`src/rtl/rsp_rx_pkg.sv`:
```
package rsp_rx_pkg;

  typedef enum logic [2:0] {
    ST_IDLE = 3'd0,
    ST_HUNT = 3'd1,
    ST_HDR  = 3'd2,
    ST_DATA = 3'd3,
    ST_CRC  = 3'd4
  } rx_state_e;

  localparam int unsigned CHK_W = 4;

  // One serial step of the x^4 + x + 1 check register, first bit first.
  function automatic logic [CHK_W-1:0] chk_step(input logic [CHK_W-1:0] cur,
                                                input logic           din);
    logic fb;
    fb = cur[CHK_W-1] ^ din;
    return {cur[2], cur[1], cur[0] ^ fb, fb};
  endfunction

endpackage

```
`src/rtl/rsp_rx_rst_sync.sv`:
```
module rsp_rx_rst_sync #(
  parameter int unsigned STAGES = 2
) (
  input  logic clk,
  input  logic rst_n,
  output logic rst_sync_n
);

  logic [STAGES-1:0] sync_q;

  always_ff @(posedge clk or negedge rst_n) begin
    if (!rst_n) begin
      sync_q <= '0;
    end else begin
      sync_q <= {sync_q[STAGES-2:0], 1'b1};
    end
  end

  assign rst_sync_n = sync_q[STAGES-1];

endmodule

```
`src/rtl/rsp_rx_shreg.sv`:
```
module rsp_rx_shreg #(
  parameter int unsigned W = 8
) (
  input  logic         clk,
  input  logic         rst_n,
  input  logic         clr,
  input  logic         en,
  input  logic         din,
  output logic [W-1:0] q
);

  logic [W-1:0] q_d;

  // Next value: shift toward the MSB, new bit enters at bit 0.
  for (genvar g = 0; g < W; g++) begin : g_bit
    if (g == 0) begin : g_lsb
      always_comb begin
        if (clr)     q_d[g] = 1'b0;
        else if (en) q_d[g] = din;
        else         q_d[g] = q[g];
      end
    end else begin : g_up
      always_comb begin
        if (clr)     q_d[g] = 1'b0;
        else if (en) q_d[g] = q[g-1];
        else         q_d[g] = q[g];
      end
    end
  end

  always_ff @(posedge clk or negedge rst_n) begin
    if (!rst_n) begin
      q <= '0;
    end else if (clr || en) begin
      q <= q_d;
    end
  end

endmodule

```
`src/rtl/rsp_rx_chk4.sv`:
```
module rsp_rx_chk4
  import rsp_rx_pkg::*;
(
  input  logic             clk,
  input  logic             rst_n,
  input  logic             clr,
  input  logic             en,
  input  logic             din,
  output logic [CHK_W-1:0] res_nx
);

  logic [CHK_W-1:0] res_q;
  logic [CHK_W-1:0] res_d;

  assign res_nx = chk_step(res_q, din);

  always_comb begin
    if (clr)     res_d = '0;
    else if (en) res_d = res_nx;
    else         res_d = res_q;
  end

  always_ff @(posedge clk or negedge rst_n) begin
    if (!rst_n) begin
      res_q <= '0;
    end else if (clr || en) begin
      res_q <= res_d;
    end
  end

endmodule

```
`src/rtl/rsp_rx.sv`:
```
module rsp_rx
  import rsp_rx_pkg::*;
#(
  parameter int unsigned HUNT_LIMIT = 1000,
  parameter int unsigned MAX_BYTES  = 4,
  parameter int unsigned ID_W       = 2,
  parameter int unsigned TAG_W      = 2
) (
  input  logic                   clk,
  input  logic                   rst_n,
  input  logic                   start,
  input  logic [1:0]             size_code,
  input  logic                   bit_stb,
  input  logic                   sda_n,
  output logic                   busy,
  output logic                   done,
  output logic [ID_W-1:0]        rsp_id,
  output logic [TAG_W-1:0]       rsp_tag,
  output logic [MAX_BYTES*8-1:0] rsp_data,
  output logic                   timeout,
  output logic                   crc_err
);

  localparam int unsigned DATA_W = MAX_BYTES * 8;
  localparam int unsigned HDR_W  = ID_W + TAG_W;
  localparam int unsigned CNT_W  = $clog2(DATA_W + HDR_W + CHK_W + 1);
  localparam int unsigned HUNT_W = $clog2(HUNT_LIMIT + 1);

  localparam logic [HUNT_W-1:0] HUNT_LAST = HUNT_W'(HUNT_LIMIT - 1);
  localparam logic [CNT_W-1:0]  HDR_LAST  = CNT_W'(HDR_W - 1);
  localparam logic [CNT_W-1:0]  CHK_LAST  = CNT_W'(CHK_W - 1);
  localparam logic [TAG_W-1:0]  TAG_ACK   = '0;

  // Reset: asynchronous assertion, synchronous release.
  logic rst_i_n;

  rsp_rx_rst_sync #(.STAGES(2)) u_rst (
    .clk        (clk),
    .rst_n      (rst_n),
    .rst_sync_n (rst_i_n)
  );

  // Control state.
  rx_state_e         state_q, state_d;
  logic [CNT_W-1:0]  cnt_q, cnt_d;
  logic [HUNT_W-1:0] hunt_q, hunt_d;
  logic [1:0]        size_q;
  logic              accept;
  logic              fin;
  logic              fin_to;
  logic              rx_bit;
  logic [CNT_W-1:0]  need_bits;
  logic [HDR_W-1:0]  hdr_q;
  logic [HDR_W-1:0]  hdr_now;
  logic [TAG_W-1:0]  tag_now;
  logic [DATA_W-1:0] data_q;
  logic [CHK_W-1:0]  res_nx;
  logic              hdr_en;
  logic              data_en;
  logic              chk_en;

  assign rx_bit  = ~sda_n;
  assign accept  = start && (state_q == ST_IDLE);
  assign hdr_now = {hdr_q[HDR_W-2:0], rx_bit};
  assign tag_now = hdr_now[TAG_W-1:0];

  always_comb begin
    unique case (size_q)
      2'd0:    need_bits = '0;
      2'd1:    need_bits = CNT_W'(8);
      2'd2:    need_bits = CNT_W'(16);
      default: need_bits = CNT_W'(DATA_W);
    endcase
  end

  assign hdr_en  = bit_stb && (state_q == ST_HDR);
  assign data_en = bit_stb && (state_q == ST_DATA);
  assign chk_en  = bit_stb && (((state_q == ST_HUNT) && rx_bit) ||
                               (state_q == ST_HDR) ||
                               (state_q == ST_DATA) ||
                               (state_q == ST_CRC));

  rsp_rx_shreg #(.W(HDR_W)) u_hdr (
    .clk   (clk),
    .rst_n (rst_i_n),
    .clr   (accept),
    .en    (hdr_en),
    .din   (rx_bit),
    .q     (hdr_q)
  );

  rsp_rx_shreg #(.W(DATA_W)) u_data (
    .clk   (clk),
    .rst_n (rst_i_n),
    .clr   (accept),
    .en    (data_en),
    .din   (rx_bit),
    .q     (data_q)
  );

  rsp_rx_chk4 u_chk4 (
    .clk    (clk),
    .rst_n  (rst_i_n),
    .clr    (accept),
    .en     (chk_en),
    .din    (rx_bit),
    .res_nx (res_nx)
  );

  // Next-state logic.
  always_comb begin
    state_d = state_q;
    cnt_d   = cnt_q;
    hunt_d  = hunt_q;
    fin     = 1'b0;
    fin_to  = 1'b0;
    unique case (state_q)
      ST_IDLE: begin
        if (start) begin
          state_d = ST_HUNT;
          hunt_d  = '0;
        end
      end
      ST_HUNT: begin
        if (bit_stb) begin
          if (rx_bit) begin
            state_d = ST_HDR;
            cnt_d   = '0;
          end else if (hunt_q == HUNT_LAST) begin
            state_d = ST_IDLE;
            fin     = 1'b1;
            fin_to  = 1'b1;
          end else begin
            hunt_d = hunt_q + 1'b1;
          end
        end
      end
      ST_HDR: begin
        if (bit_stb) begin
          if (cnt_q == HDR_LAST) begin
            cnt_d = '0;
            if ((tag_now == TAG_ACK) && (need_bits != '0)) state_d = ST_DATA;
            else                                          state_d = ST_CRC;
          end else begin
            cnt_d = cnt_q + 1'b1;
          end
        end
      end
      ST_DATA: begin
        if (bit_stb) begin
          if (cnt_q == need_bits - 1'b1) begin
            cnt_d   = '0;
            state_d = ST_CRC;
          end else begin
            cnt_d = cnt_q + 1'b1;
          end
        end
      end
      ST_CRC: begin
        if (bit_stb) begin
          if (cnt_q == CHK_LAST) begin
            state_d = ST_IDLE;
            fin     = 1'b1;
          end else begin
            cnt_d = cnt_q + 1'b1;
          end
        end
      end
      default: state_d = ST_IDLE;
    endcase
  end

  // Result next values, loaded only when a frame finishes.
  logic [ID_W-1:0]   id_d;
  logic [TAG_W-1:0]  tag_d;
  logic [DATA_W-1:0] dat_d;
  logic              ce_d;

  always_comb begin
    id_d  = fin_to ? '0 : hdr_q[HDR_W-1:TAG_W];
    tag_d = fin_to ? '0 : hdr_q[TAG_W-1:0];
    dat_d = fin_to ? '0 : data_q;
    ce_d  = !fin_to && (res_nx != '0);
  end

  // Registers.
  always_ff @(posedge clk or negedge rst_i_n) begin
    if (!rst_i_n) begin
      state_q <= ST_IDLE;
      cnt_q   <= '0;
      hunt_q  <= '0;
      size_q  <= '0;
    end else begin
      state_q <= state_d;
      cnt_q   <= cnt_d;
      hunt_q  <= hunt_d;
      if (accept) begin
        size_q <= size_code;
      end
    end
  end

  always_ff @(posedge clk or negedge rst_i_n) begin
    if (!rst_i_n) begin
      done     <= 1'b0;
      rsp_id   <= '0;
      rsp_tag  <= '0;
      rsp_data <= '0;
      timeout  <= 1'b0;
      crc_err  <= 1'b0;
    end else begin
      done <= fin;
      if (fin) begin
        rsp_id   <= id_d;
        rsp_tag  <= tag_d;
        rsp_data <= dat_d;
        timeout  <= fin_to;
        crc_err  <= ce_d;
      end
    end
  end

  assign busy = (state_q != ST_IDLE);

endmodule

```
`config.mk`:
```
export PLATFORM = sky130hd
export DESIGN_NAME = rsp_rx
export DESIGN_NICKNAME = d
export VERILOG_FILES = /design/src/rtl/rsp_rx_pkg.sv /design/src/rtl/rsp_rx_rst_sync.sv /design/src/rtl/rsp_rx_shreg.sv /design/src/rtl/rsp_rx_chk4.sv /design/src/rtl/rsp_rx.sv
export SDC_FILE = /design/constraint.sdc
export NUM_CORES = 1
export LEC_CHECK = 0
export ABC_CLOCK_PERIOD_IN_PS = 4400
export BUFFER_PORTS_ARGS = -buffer_cell sky130_fd_sc_hd__buf_4
export CORE_MARGIN = 4
export CORE_UTILIZATION = 35
export CTS_CLUSTER_DIAMETER = 60
export DETAILED_ROUTE_END_ITERATION = 8
export PLACE_DENSITY_LB_ADDON = 0.05
export REMOVE_ABC_BUFFERS = 1
export SLEW_MARGIN = 20
export SYNTH_ARGS = -nofsm -noshare
export SYNTH_HDL_FRONTEND = slang
export SYNTH_SLANG_ARGS = --single-unit
```
`constraint.sdc`:
```
create_clock -name clk -period 4.4 [get_ports clk]
set_input_delay 0.22 -clock clk [delete_from_list [all_inputs] [get_ports clk]]
set_output_delay 0.22 -clock clk [all_outputs]
set_load 0.01 [all_outputs]
```
==> impl_metrics.tcl <==
set metrics [dict create \
    status "finished clean" \
    max_transition_viols_final 0 \
    avgSynthCellArea_um2 9.11 \
    final.fill_count 1312 \
    vdd_ir_drop_max_mv 0.295 \
    via_count_of_the_first_global_routing_pass 3364 \
    max_stage_delay_ns 0.75 \
    finalWeightedCongestion 0.758 \
    min_period_ns 2.57 \
    max_freq_ghz 0.390 \
    finalHoldViolCount 0 \
    port_buffers 46 \
    place_inst 699 \
    multi_input_area_um2 1900 \
    grt_total_usage_pct 14.1 \
    netlist_area_um2 4600 \
    tot_pwr_mw 2.58 \
    seqCellArea_um2 2560 \
    synth_edf_count 0 \
    drt-pass1-iter-count 4 \
    cts.repair_timing.setup_buffer_count 0 \
    initial_utilization_pct 36.2 \
    remaining_drc_errors 0 \
    grt_antenna_before_repair 0 \
    layout.core_utilization_pct 42.5 \
    synth_top_family_by_area "simple AND/OR/NAND/NOR gates" \
    clock_insertion_delay_worst_skew_ns 0.34 \
    routed_wirelength_um 9790 \
    io_pins 47 \
    synth_area_leaders "sky130_fd_sc_hd__dfrtp_1, sky130_fd_sc_hd__nand2_1, sky130_fd_sc_hd__o21ai_1" \
    area_share_of_xor_xnor_cells_in_the_synthesized_design_pct 1.52 \
    synthMuxAreaShare_pct 2.04 \
    clock_sinks 102 \
    cts_root_buffer "sky130_fd_sc_hd__clkbuf_16" \
    p_leak_nw 2.51 \
    std_cell_rows 41 \
    final_min_period_over_clock_period_pct 58.3 \
    dieWidth_um 123 \
    fin_hold_ws_ns 0.0813 \
    areaGrowthSynthToFinish_pct 17.7 \
    clock_skew_ns 0.00746 \
    hold_class "in2reg" \
    layout.cells.most_common "sky130_fd_sc_hd__nand2_1" \
    die_area_um2 15000 \
    power_density_nw_per_um2 476 \
    hpwl_um 6280 \
    synth_area_in_compound_gates_pct 12.8 \
    synth_sequential_area_ratio_pct 55.5 \
    yosys_register_bits 102 \
    routed-via-count 3420 \
    synth.top_cell.area_share_pct 55.5 \
    core_area_um2 12700 \
    post_drt_wl_per_cell_um 13.7 \
    cts_max_path_buffers 2 \
    grt_max_degree 72 \
    yosys.area_share.adder_pct 1.63 \
    grt_setup_unrepaired "no" \
    worst_path_most_repeated_cell "sky130_fd_sc_hd__nand2_1" \
    post_drt_via_cell_ratio 4.78 \
    drt_iter0_drc 207 \
    syn-instance-count 505 \
    n_antenna_cell 0 \
    globalRoute.totalOverflow 0 \
    nets 552 \
    drt.antenna.violating_nets 0 \
    htreeDepth 3 \
    die_h_um 123 \
    max_slew_margin_pct 28.7 \
    yosys_most_used_dff "sky130_fd_sc_hd__dfrtp_1" \
    yosys.area_share.simple_pct 22.8 \
    library_cell_with_the_largest_summed_area_after_synthesis "sky130_fd_sc_hd__dfrtp_1" \
    timing.max_cap.violations 0 \
    crit_path_start_kind "flip-flop" \
    data_arrival_time_at_the_worst_slack_endpoint_ns 2.78 \
    ys_async_sr_fraction_pct 100 \
    layout-drive-gt1-share_pct 14.7 \
    ys_types 50 \
    fin_tns_setup_ns 0 \
    worst_setup_path_end_kind "flip-flop" \
    grt_first_pass_wirelength_um 16600 \
    synth-warning-count 0 \
    critPathRequiredTime_ns 4.61 \
    crit_fanout 29 \
    cts_buffer_count 9 \
    final_cell_mix "sky130_fd_sc_hd__nand2_1, sky130_fd_sc_hd__dfrtp_1, sky130_fd_sc_hd__buf_4" \
    cp_cell_sequence "nand4bb_1, nor4_1, nand2_1, buf_4, nand2_1, o21ai_1" \
    timing_worst_slew_pin_value_ns 1.07 \
    fin_cells 715 \
    clkSlewWorstSetupHoldPaths_ns 0.06 \
    tritoncts "built" \
    critPathSlowestCell "sky130_fd_sc_hd__dfrtp_1" \
    worst-setup-path-type "reg2reg" \
    setup-violations-final 0 \
]
## path summary, 6_finish.rpt
path | from | to | slack, ns | cells after the start
setup / recovery | state_q[0]$_DFFE_PN0P_ | rsp_data[31]$_DFFE_PN0P_ | 1.83 | 6
hold reg to reg | u_rst.sync_q[0]$_DFF_PN0_ | u_rst.sync_q[1]$_DFF_PN0_ | 0.35 | 0
min in group asynchronous | rst_n | u_rst.sync_q[1]$_DFF_PN0_ | 0.18 | 2
hold / removal | size_code[1] | size_q[1]$_DFFE_PN0P_ | 0.08 | 3
setup reg to reg | state_q[0]$_DFFE_PN0P_ | rsp_data[31]$_DFFE_PN0P_ | 1.83 | 6
max in group asynchronous | u_rst.sync_q[1]$_DFF_PN0_ | rsp_data[0]$_DFFE_PN0P_ | 2.98 | 1
## Yosys cell counts, types with 3 or more instances
| library cell | number |
|---|---|
| sky130_fd_sc_hd__a21o_1 | 3 |
| sky130_fd_sc_hd__ha_1 | 6 |
| sky130_fd_sc_hd__clkbuf_1 | 15 |
| sky130_fd_sc_hd__and2_1 | 4 |
| sky130_fd_sc_hd__dfrtp_1 | 102 |
| sky130_fd_sc_hd__nand4_1 | 4 |
| sky130_fd_sc_hd__buf_2 | 13 |
| sky130_fd_sc_hd__nand2b_1 | 4 |
| sky130_fd_sc_hd__a211oi_1 | 3 |
| sky130_fd_sc_hd__a21oi_1 | 30 |
| sky130_fd_sc_hd__xnor2_1 | 4 |
| sky130_fd_sc_hd__nand3_1 | 16 |
| sky130_fd_sc_hd__nor3_1 | 7 |
| sky130_fd_sc_hd__nand2_1 | 163 |
| sky130_fd_sc_hd__o21ai_1 | 41 |
| sky130_fd_sc_hd__nor2b_1 | 4 |
| sky130_fd_sc_hd__o21ai_0 | 10 |
| sky130_fd_sc_hd__mux2i_1 | 6 |
| sky130_fd_sc_hd__inv_1 | 6 |
| sky130_fd_sc_hd__and3_1 | 4 |
| sky130_fd_sc_hd__nor2_1 | 20 |
| sky130_fd_sc_hd__xor2_1 | 4 |
## worst max-delay path, delay by kind of cell (launching register included)
kind / cells / cell delay [ns]
AND/OR/NAND/NOR: 4 / 1.28
flip-flops: 1 / 0.75
buffers and inverters: 1 / 0.34
AO/OA/AOI/OAI: 1 / 0.06
## final cells by class
| cell class | count | share of cell area, % |
|---|---|---|
| flip-flops and latches | 102 | 47.2 |
| multi-input cells | 365 | 35.0 |
| repair buffers | 53 | 7.40 |
| clock buffers | 12 | 4.55 |
| well taps | 172 | 3.98 |
| clock inverters | 3 | 1.27 |
| inverters | 8 | 0.555 |
## cell families (layout without fill, tap and decap cells)
logic type	after synthesis	in the layout
simple gates	240	240
buf+inv	38	76
compound gates	101	101
xor+xnor	8	8
other cells	1	1
mux	9	9
fa+ha+maj	6	6
flops	102	102
## per-stage QoR
step           instance area (um^2)  setup WS (ns)
6_report                       5410           1.83
4_1_cts                        5410           1.83
3_3_place_gp                   5090           1.93
5_1_grt                        5410           1.61
2_1_floorplan                  4460          0.670
3_5_place_dp                   5090           1.83
## routing by layer
layer	GRT usage, %	up-vias	part of all wire [%]
li1	-	1757	-
met1	18.4	1606	49
met2	22.9	46	47
met3	2.90	11	3.0
met4	6.09	0	1.5
met5	0	-	0
## power by group
part / switching, mW / internal [mW] / leakage [nW]
Clock: 0.334 / 0.512 / 0.153
Sequential: 0.129 / 1.02 / 1.41
Combinational: 0.358 / 0.226 / 0.948
## flip-flops by register name (all words and copies together), names as in the netlist, 3 cells and up
name / flops
cnt_q: 6
hunt_q: 10
rsp_data: 32
state_q: 3
u_chk4.res_q: 4
u_data.q: 32
u_hdr.q: 4
## what timing repair did
action                    4_1_cts  5_1_grt
resized for setup               0        0
hold endpoints to repair        2        0
hold buffers                    1        0
Note: power is estimated with default switching activity, not from simulation.
